==> config.mk <==
export PLATFORM = sky130hd
export DESIGN_NAME = vfill_engine
export DESIGN_NICKNAME = d
export VERILOG_FILES = /design/src/rtl/vfill_pkg.sv /design/src/rtl/vfill_lane.sv /design/src/rtl/vfill_regs.sv /design/src/rtl/vfill_ctrl.sv /design/src/rtl/vfill_engine.sv
export SDC_FILE = /design/constraint.sdc
export NUM_CORES = 1
export LEC_CHECK = 0
export BUFFER_PORTS_ARGS = -buffer_cell sky130_fd_sc_hd__buf_2
export CELL_PAD_IN_SITES_DETAIL_PLACEMENT = 2
export CELL_PAD_IN_SITES_GLOBAL_PLACEMENT = 2
export CORE_MARGIN = 2
export CORE_UTILIZATION = 32
export DETAILED_ROUTE_END_ITERATION = 7
export PLACE_DENSITY = 0.87
export SETUP_SLACK_MARGIN = 0.15
export SYNTH_ARGS = -nofsm -noshare
export SYNTH_HDL_FRONTEND = slang
export SYNTH_SLANG_ARGS = --single-unit
==> constraint.sdc <==
create_clock -name clk -period 2.8 [get_ports clk]
set_input_delay 0.42 -clock clk [delete_from_list [all_inputs] [get_ports clk]]
set_output_delay 0.42 -clock clk [all_outputs]
set_load 0.02 [all_outputs]
==> src/rtl/vfill_pkg.sv <==
package vfill_pkg;

    typedef enum logic [1:0] {
        ST_IDLE  = 2'd0,
        ST_ARMED = 2'd1,
        ST_FILL  = 2'd2
    } fill_state_e;

    localparam int IDX_W = 5;

    // register indices decoded by the register bank
    localparam logic [IDX_W-1:0] RI_INC     = 5'd15;
    localparam logic [IDX_W-1:0] RI_LEN_LO  = 5'd19;
    localparam logic [IDX_W-1:0] RI_LEN_HI  = 5'd20;
    localparam logic [IDX_W-1:0] RI_SRC_LO  = 5'd21;
    localparam logic [IDX_W-1:0] RI_SRC_MID = 5'd22;
    localparam logic [IDX_W-1:0] RI_SRC_HI  = 5'd23;

endpackage

==> src/rtl/vfill_lane.sv <==
// Byte placement onto a two-lane word port.
module vfill_lane #(
    parameter int ADDR_W = 16,
    parameter int REG_W  = 8
) (
    input  logic [ADDR_W-1:0]  addr_i,
    input  logic [2*REG_W-1:0] word_i,
    input  logic               fill_i,
    output logic [ADDR_W-2:0]  waddr_o,
    output logic [1:0]         be_o,
    output logic [2*REG_W-1:0] wdata_o
);
    localparam int WORD_W = 2 * REG_W;

    logic [REG_W-1:0] hi_b;
    logic [REG_W-1:0] lo_b;
    logic             tgt_odd;

    always_comb begin
        hi_b    = word_i[WORD_W-1:REG_W];
        lo_b    = word_i[REG_W-1:0];
        waddr_o = addr_i[ADDR_W-1:1];
        // fill target is address XOR 1: odd when the address is even
        tgt_odd = ~addr_i[0];
        if (fill_i) begin
            be_o    = tgt_odd ? 2'b01 : 2'b10;
            wdata_o = {hi_b, hi_b};
        end else begin
            be_o    = 2'b11;
            wdata_o = addr_i[0] ? {lo_b, hi_b} : {hi_b, lo_b};
        end
    end

endmodule

==> src/rtl/vfill_regs.sv <==
// Auto-increment, length and source registers with fill-step update.
module vfill_regs
    import vfill_pkg::*;
#(
    parameter int REG_W = 8
) (
    input  logic               clk,
    input  logic               rst_n,
    input  logic               wr_en,
    input  logic [IDX_W-1:0]   wr_idx,
    input  logic [REG_W-1:0]   wr_val,
    input  logic               step,
    output logic [REG_W-1:0]   inc_o,
    output logic [2*REG_W-1:0] len_o,
    output logic [3*REG_W-1:0] src_o,
    output logic               fill_sel_o
);
    localparam int PAIR_W = 2 * REG_W;

    typedef struct packed {
        logic [REG_W-1:0]  inc;
        logic [PAIR_W-1:0] len;
        logic [PAIR_W-1:0] src;
        logic [REG_W-1:0]  src_hi;
    } regs_s;

    regs_s r_d;
    regs_s r_q;

    always_comb begin
        r_d = r_q;
        if (wr_en) begin
            case (wr_idx)
                RI_INC:     r_d.inc               = wr_val;
                RI_LEN_LO:  r_d.len[REG_W-1:0]    = wr_val;
                RI_LEN_HI:  r_d.len[PAIR_W-1:REG_W] = wr_val;
                RI_SRC_LO:  r_d.src[REG_W-1:0]    = wr_val;
                RI_SRC_MID: r_d.src[PAIR_W-1:REG_W] = wr_val;
                RI_SRC_HI:  r_d.src_hi            = wr_val;
                default:    ;
            endcase
        end else if (step) begin
            r_d.len = r_q.len - PAIR_W'(1);
            r_d.src = r_q.src + PAIR_W'(1);
        end
    end

    always_ff @(posedge clk) begin
        if (!rst_n) begin
            r_q <= '0;
        end else begin
            r_q <= r_d;
        end
    end

    assign inc_o      = r_q.inc;
    assign len_o      = r_q.len;
    assign src_o      = {r_q.src_hi, r_q.src};
    assign fill_sel_o = r_q.src_hi[REG_W-1];

endmodule

==> src/rtl/vfill_ctrl.sv <==
// Arming, trigger word, fill sequencing and registered memory port.
module vfill_ctrl
    import vfill_pkg::*;
#(
    parameter int ADDR_W = 16,
    parameter int REG_W  = 8
) (
    input  logic               clk,
    input  logic               rst_n,
    input  logic               cmd_wr,
    input  logic               cmd_dma,
    input  logic [ADDR_W-1:0]  cmd_addr,
    input  logic               data_wr,
    input  logic [2*REG_W-1:0] data_val,
    input  logic               fill_sel,
    input  logic [2*REG_W-1:0] len,
    input  logic [REG_W-1:0]   inc,
    output logic               fill_step,
    output logic               busy,
    output logic               ram_we,
    output logic [ADDR_W-2:0]  ram_addr,
    output logic [1:0]         ram_be,
    output logic [2*REG_W-1:0] ram_wdata
);
    localparam int WORD_W = 2 * REG_W;

    typedef struct packed {
        fill_state_e       st;
        logic [ADDR_W-1:0] addr;
        logic [REG_W-1:0]  hold;
        logic              busy;
        logic              we;
        logic [ADDR_W-2:0] waddr;
        logic [1:0]        be;
        logic [WORD_W-1:0] wdata;
    } ctrl_s;

    ctrl_s c_d;
    ctrl_s c_q;

    logic              lane_fill;
    logic [WORD_W-1:0] lane_word;
    logic [ADDR_W-2:0] lane_waddr;
    logic [1:0]        lane_be;
    logic [WORD_W-1:0] lane_wdata;
    logic [ADDR_W-1:0] addr_next;
    logic              last_step;

    assign lane_fill = (c_q.st == ST_FILL);
    assign lane_word = lane_fill ? {c_q.hold, REG_W'(0)} : data_val;
    assign addr_next = c_q.addr + ADDR_W'(inc);
    assign last_step = (len == WORD_W'(1));

    vfill_lane #(
        .ADDR_W (ADDR_W),
        .REG_W  (REG_W)
    ) u_lane (
        .addr_i  (c_q.addr),
        .word_i  (lane_word),
        .fill_i  (lane_fill),
        .waddr_o (lane_waddr),
        .be_o    (lane_be),
        .wdata_o (lane_wdata)
    );

    always_comb begin
        c_d       = c_q;
        c_d.we    = 1'b0;
        fill_step = 1'b0;
        case (c_q.st)
            ST_IDLE: begin
                if (!c_q.busy) begin
                    if (cmd_wr) begin
                        c_d.addr = cmd_addr;
                        if (cmd_dma && fill_sel) begin
                            c_d.st = ST_ARMED;
                        end
                    end else if (data_wr) begin
                        c_d.we   = 1'b1;
                        c_d.addr = addr_next;
                    end
                end
            end
            ST_ARMED: begin
                if (data_wr) begin
                    c_d.we   = 1'b1;
                    c_d.addr = addr_next;
                    c_d.hold = data_val[WORD_W-1:REG_W];
                    c_d.st   = ST_FILL;
                end
            end
            ST_FILL: begin
                fill_step = 1'b1;
                c_d.we    = 1'b1;
                c_d.addr  = addr_next;
                if (last_step) begin
                    c_d.st = ST_IDLE;
                end
            end
            default: c_d.st = ST_IDLE;
        endcase
        c_d.busy  = (c_d.st != ST_IDLE) || (c_q.st == ST_FILL);
        c_d.waddr = lane_waddr;
        c_d.be    = lane_be;
        c_d.wdata = lane_wdata;
    end

    always_ff @(posedge clk) begin
        if (!rst_n) begin
            c_q <= '0;
        end else begin
            c_q <= c_d;
        end
    end

    assign busy      = c_q.busy;
    assign ram_we    = c_q.we;
    assign ram_addr  = c_q.waddr;
    assign ram_be    = c_q.be;
    assign ram_wdata = c_q.wdata;

endmodule

==> src/rtl/vfill_engine.sv <==
// Top: fill-mode DMA engine for a byte-addressed video memory.
module vfill_engine
    import vfill_pkg::*;
#(
    parameter int ADDR_W = 16,
    parameter int REG_W  = 8
) (
    input  logic               clk,
    input  logic               rst_n,
    input  logic               reg_wr,
    input  logic [IDX_W-1:0]   reg_idx,
    input  logic [REG_W-1:0]   reg_val,
    input  logic               cmd_wr,
    input  logic               cmd_dma,
    input  logic [ADDR_W-1:0]  cmd_addr,
    input  logic               data_wr,
    input  logic [2*REG_W-1:0] data_val,
    output logic               ram_we,
    output logic [ADDR_W-2:0]  ram_addr,
    output logic [1:0]         ram_be,
    output logic [2*REG_W-1:0] ram_wdata,
    output logic               busy,
    output logic [2*REG_W-1:0] len_o,
    output logic [3*REG_W-1:0] src_o
);
    logic             fill_step;
    logic             fill_sel;
    logic [REG_W-1:0] inc;
    logic             reg_en;

    assign reg_en = reg_wr && !busy;

    vfill_regs #(
        .REG_W (REG_W)
    ) u_regs (
        .clk        (clk),
        .rst_n      (rst_n),
        .wr_en      (reg_en),
        .wr_idx     (reg_idx),
        .wr_val     (reg_val),
        .step       (fill_step),
        .inc_o      (inc),
        .len_o      (len_o),
        .src_o      (src_o),
        .fill_sel_o (fill_sel)
    );

    vfill_ctrl #(
        .ADDR_W (ADDR_W),
        .REG_W  (REG_W)
    ) u_ctrl (
        .clk       (clk),
        .rst_n     (rst_n),
        .cmd_wr    (cmd_wr),
        .cmd_dma   (cmd_dma),
        .cmd_addr  (cmd_addr),
        .data_wr   (data_wr),
        .data_val  (data_val),
        .fill_sel  (fill_sel),
        .len       (len_o),
        .inc       (inc),
        .fill_step (fill_step),
        .busy      (busy),
        .ram_we    (ram_we),
        .ram_addr  (ram_addr),
        .ram_be    (ram_be),
        .ram_wdata (ram_wdata)
    );

endmodule

==> flow_metrics.tcl <==
set metrics [dict create \
    slowest_delay_ns 0.57 \
    drv_cap 0 \
    synth_most_common_cell "dfxtp_1" \
    synth_area_um2 5800 \
    antenna_found_initial 0 \
    track_usage_pct 20.0 \
    arrival_ns 2.53 \
    post-cts-setup-buffers 0 \
    status "finished clean" \
    power_frac_seq_pct 46.7 \
    fp.coreArea_um2 17800 \
    whs_ns 0.328 \
    synth.area.top_cells "dfxtp_1 38%, a21oi_1 6.7%, mux2i_1 6.0%, nand2_1 4.7%, o21ai_0 4.5%" \
    cp_max_fo 14 \
    hold_depth 3 \
    setup_tns_ns 0 \
    synth_flop_cell "dfxtp_1" \
    dp_hpwl_um 14400 \
    crit_required_ns 3.06 \
    drive_gt1_share_pct 21.1 \
    wirelength_um 19300 \
    grt_max_degree 36 \
    io_buffers 125 \
    synthArstFlopShare_pct 0 \
    cts_buffer_depth 2 \
    grt_overflow 0 \
    row_count 49 \
    syn2layout_area_growth_pct 16.5 \
    path_class "flip-flop to flip-flop" \
    grt_pass1_wl_um 31200 \
    yosys-top-cells-count "109 x dfxtp_1, 78 x a21oi_1, 73 x nand2_1, 59 x nor2_1, 52 x o21ai_0" \
    synth_cell_types 65 \
    clock_latency_ns 0.35 \
    ys_seq_elements 109 \
    cts.sink_count 109 \
    grt_pass1_vias 5876 \
    drtAntennaViolNets 0 \
    p_comb_share_pct 13.2 \
    cts_buffers 9 \
    p_sw_mw 0.936 \
    worst_path_max_delay_cell "dfxtp_1" \
    critPathTopFamily "simple AND/OR/NAND/NOR gates" \
    hold_viol 0 \
    synth_top_area_share_pct 37.6 \
    cp-start-kind "flip-flop" \
    reg2regPathDepth 5 \
    dieArea_um2 19200 \
    ys_seq_area_share_pct 37.6 \
    p_clk_share_pct 40.1 \
    cts_tree "built" \
    fillers 2069 \
    slew_violations 0 \
    rsz0062_at_grt "false" \
    path_depth 5 \
    yosys.area.top_type "dfxtp_1" \
    maxSlewHeadroom_pct 62.5 \
    drt_first_pass_iters 4 \
    min_path_type "input port to flip-flop" \
    switching_share_pct 26.6 \
    fin_crit_sh_pct 81.0 \
    gp_congestion 0.847 \
    cts.clk_slew.worst_paths_ns 0.07 \
    cts_hold_buf 0 \
    synth_nets 777 \
    vdd_drop_max_mv 0.280 \
    fp.dieH_um 139 \
    root_buffer "clkbuf_16" \
    initial_core_util_pct 32.5 \
    synth-edff-count 0 \
    p_per_area_nw_per_um2 521 \
    n_antenna_cell 0 \
    end_kind "flip-flop" \
    fin_skew_ns 0.00607 \
    chipWidth_um 139 \
    pin_count 126 \
    cp_num_buf_inv 0 \
    wl_per_cell_um 18.9 \
    htreeDepth 3 \
    post-route-min-period_ns 2.27 \
    drc 0 \
    synth_cells 710 \
    vias_per_cell 5.47 \
    cts_resized 0 \
    via_count 5590 \
    leakage_nw 2.93 \
    avgSynthCellArea_um2 8.17 \
    synth_warnings 0 \
    setup_violations 0 \
    drt_iter0_drc 244 \
    nets 856 \
    fmax_mhz 441 \
    crit_chain "nand2b_1, nand2_1, nand2_1, o21ai_0, a221oi_1" \
    crit_top_cell "nand2_1" \
    worst_pin_slew_ns 0.558 \
    p_int_mw 2.58 \
]
-- path summary, 6_finish.rpt --
kind | from | endpoint | slack, ns
worst max-delay path | u_ctrl.busy | u_regs.len_o[12] | 0.53
worst min-delay path | data_val[15] | u_ctrl.c_q[42] | 0.33
worst max register to register | u_ctrl.busy | u_regs.len_o[12] | 0.53
worst min register to register | u_ctrl.c_q[38] | u_ctrl.c_q[38] | 0.45
-- power groups by stage --
stage                     clock, mW  sequential, mW  combinational [mW]
after floorplan                   0            1.67               0.321
after global placement            0            1.68               0.448
after detailed placement          0            1.68               0.465
after CTS                      1.45            1.64               0.468
after global routing           1.50            1.65               0.510
final                          1.41            1.64               0.463
-- routing by layer --
metal | vias up | part of all wire (%) | global-route usage [%]
met4 | 0 | 1.2 | 5.21
met5 | - | 0 | 0
met1 | 2784 | 46 | 26.4
met2 | 117 | 48 | 34.5
met3 | 15 | 3.9 | 2.66
li1 | 2674 | - | -
-- through the flow --
step	instance area, um^2	power, mW	std cells	utilization (%)	setup WS [ns]
2_1_floorplan	5800	1.99	710	-	0.694
6_report	6760	3.52	1022	37.9	0.532
3_5_place_dp	6440	2.14	1007	36.1	0.581
3_3_place_gp	6440	2.12	1007	36.1	0.649
4_1_cts	6760	3.56	1022	37.9	0.565
5_1_grt	6760	3.66	1022	37.9	0.323
-- logic make-up after synthesis --
kind of cell / count (synthesis) / share of synthesized area, %
xor+xnor: 8 / 1.21
buf+inv: 98 / 8.59
compound gates: 218 / 23.7
mux: 36 / 6.24
fa+ha+maj: 16 / 3.58
simple gates: 225 / 19.0
flops: 109 / 37.6
-- registers in the layout, indices dropped and copies added (netlist names) --
signal and flops:
u_ctrl.c_q 26, u_regs.src_o 23, u_ctrl.ram_wdata 16, u_regs.len_o 16, u_ctrl.ram_addr 15, u_regs.inc_o 8
u_ctrl.ram_be 2, u_ctrl.busy 1, u_ctrl.ram_we 1, u_regs.fill_sel_o 1
-- area by class of cell --
| cell class | count | area (um^2) | area share, % |
|---|---|---|---|
| timing repair buffer | 143 | 761 | 11.3 |
| clock inverter | 4 | 72.6 | 1.07 |
| tap | 229 | 287 | 4.24 |
| inverter | 23 | 86.3 | 1.28 |
| multi-input combinational | 503 | 3130 | 46.3 |
| clock buffer | 11 | 243 | 3.59 |
| sequential | 109 | 2180 | 32.3 |
-- cells in the final DEF (no fill, tap or decap), drive strengths merged, types with 7 or more instances in the layout --
cell type  instances
a211oi             7
a21oi             78
a221oi            10
a22o               8
a22oi              9
and2              17
buf              143
clkbuf            11
dfxtp            109
ha                15
inv               23
mux2i             35
nand2             73
nand3             14
nor2              59
nor3              14
o21ai             53
o31ai              8
-- tightest hold or removal path: stages --
cell	delay, ns
buf_2	0.11
nand2_1	0.05
a21oi_1	0.05
Note: power is estimated with default switching activity, not from simulation.
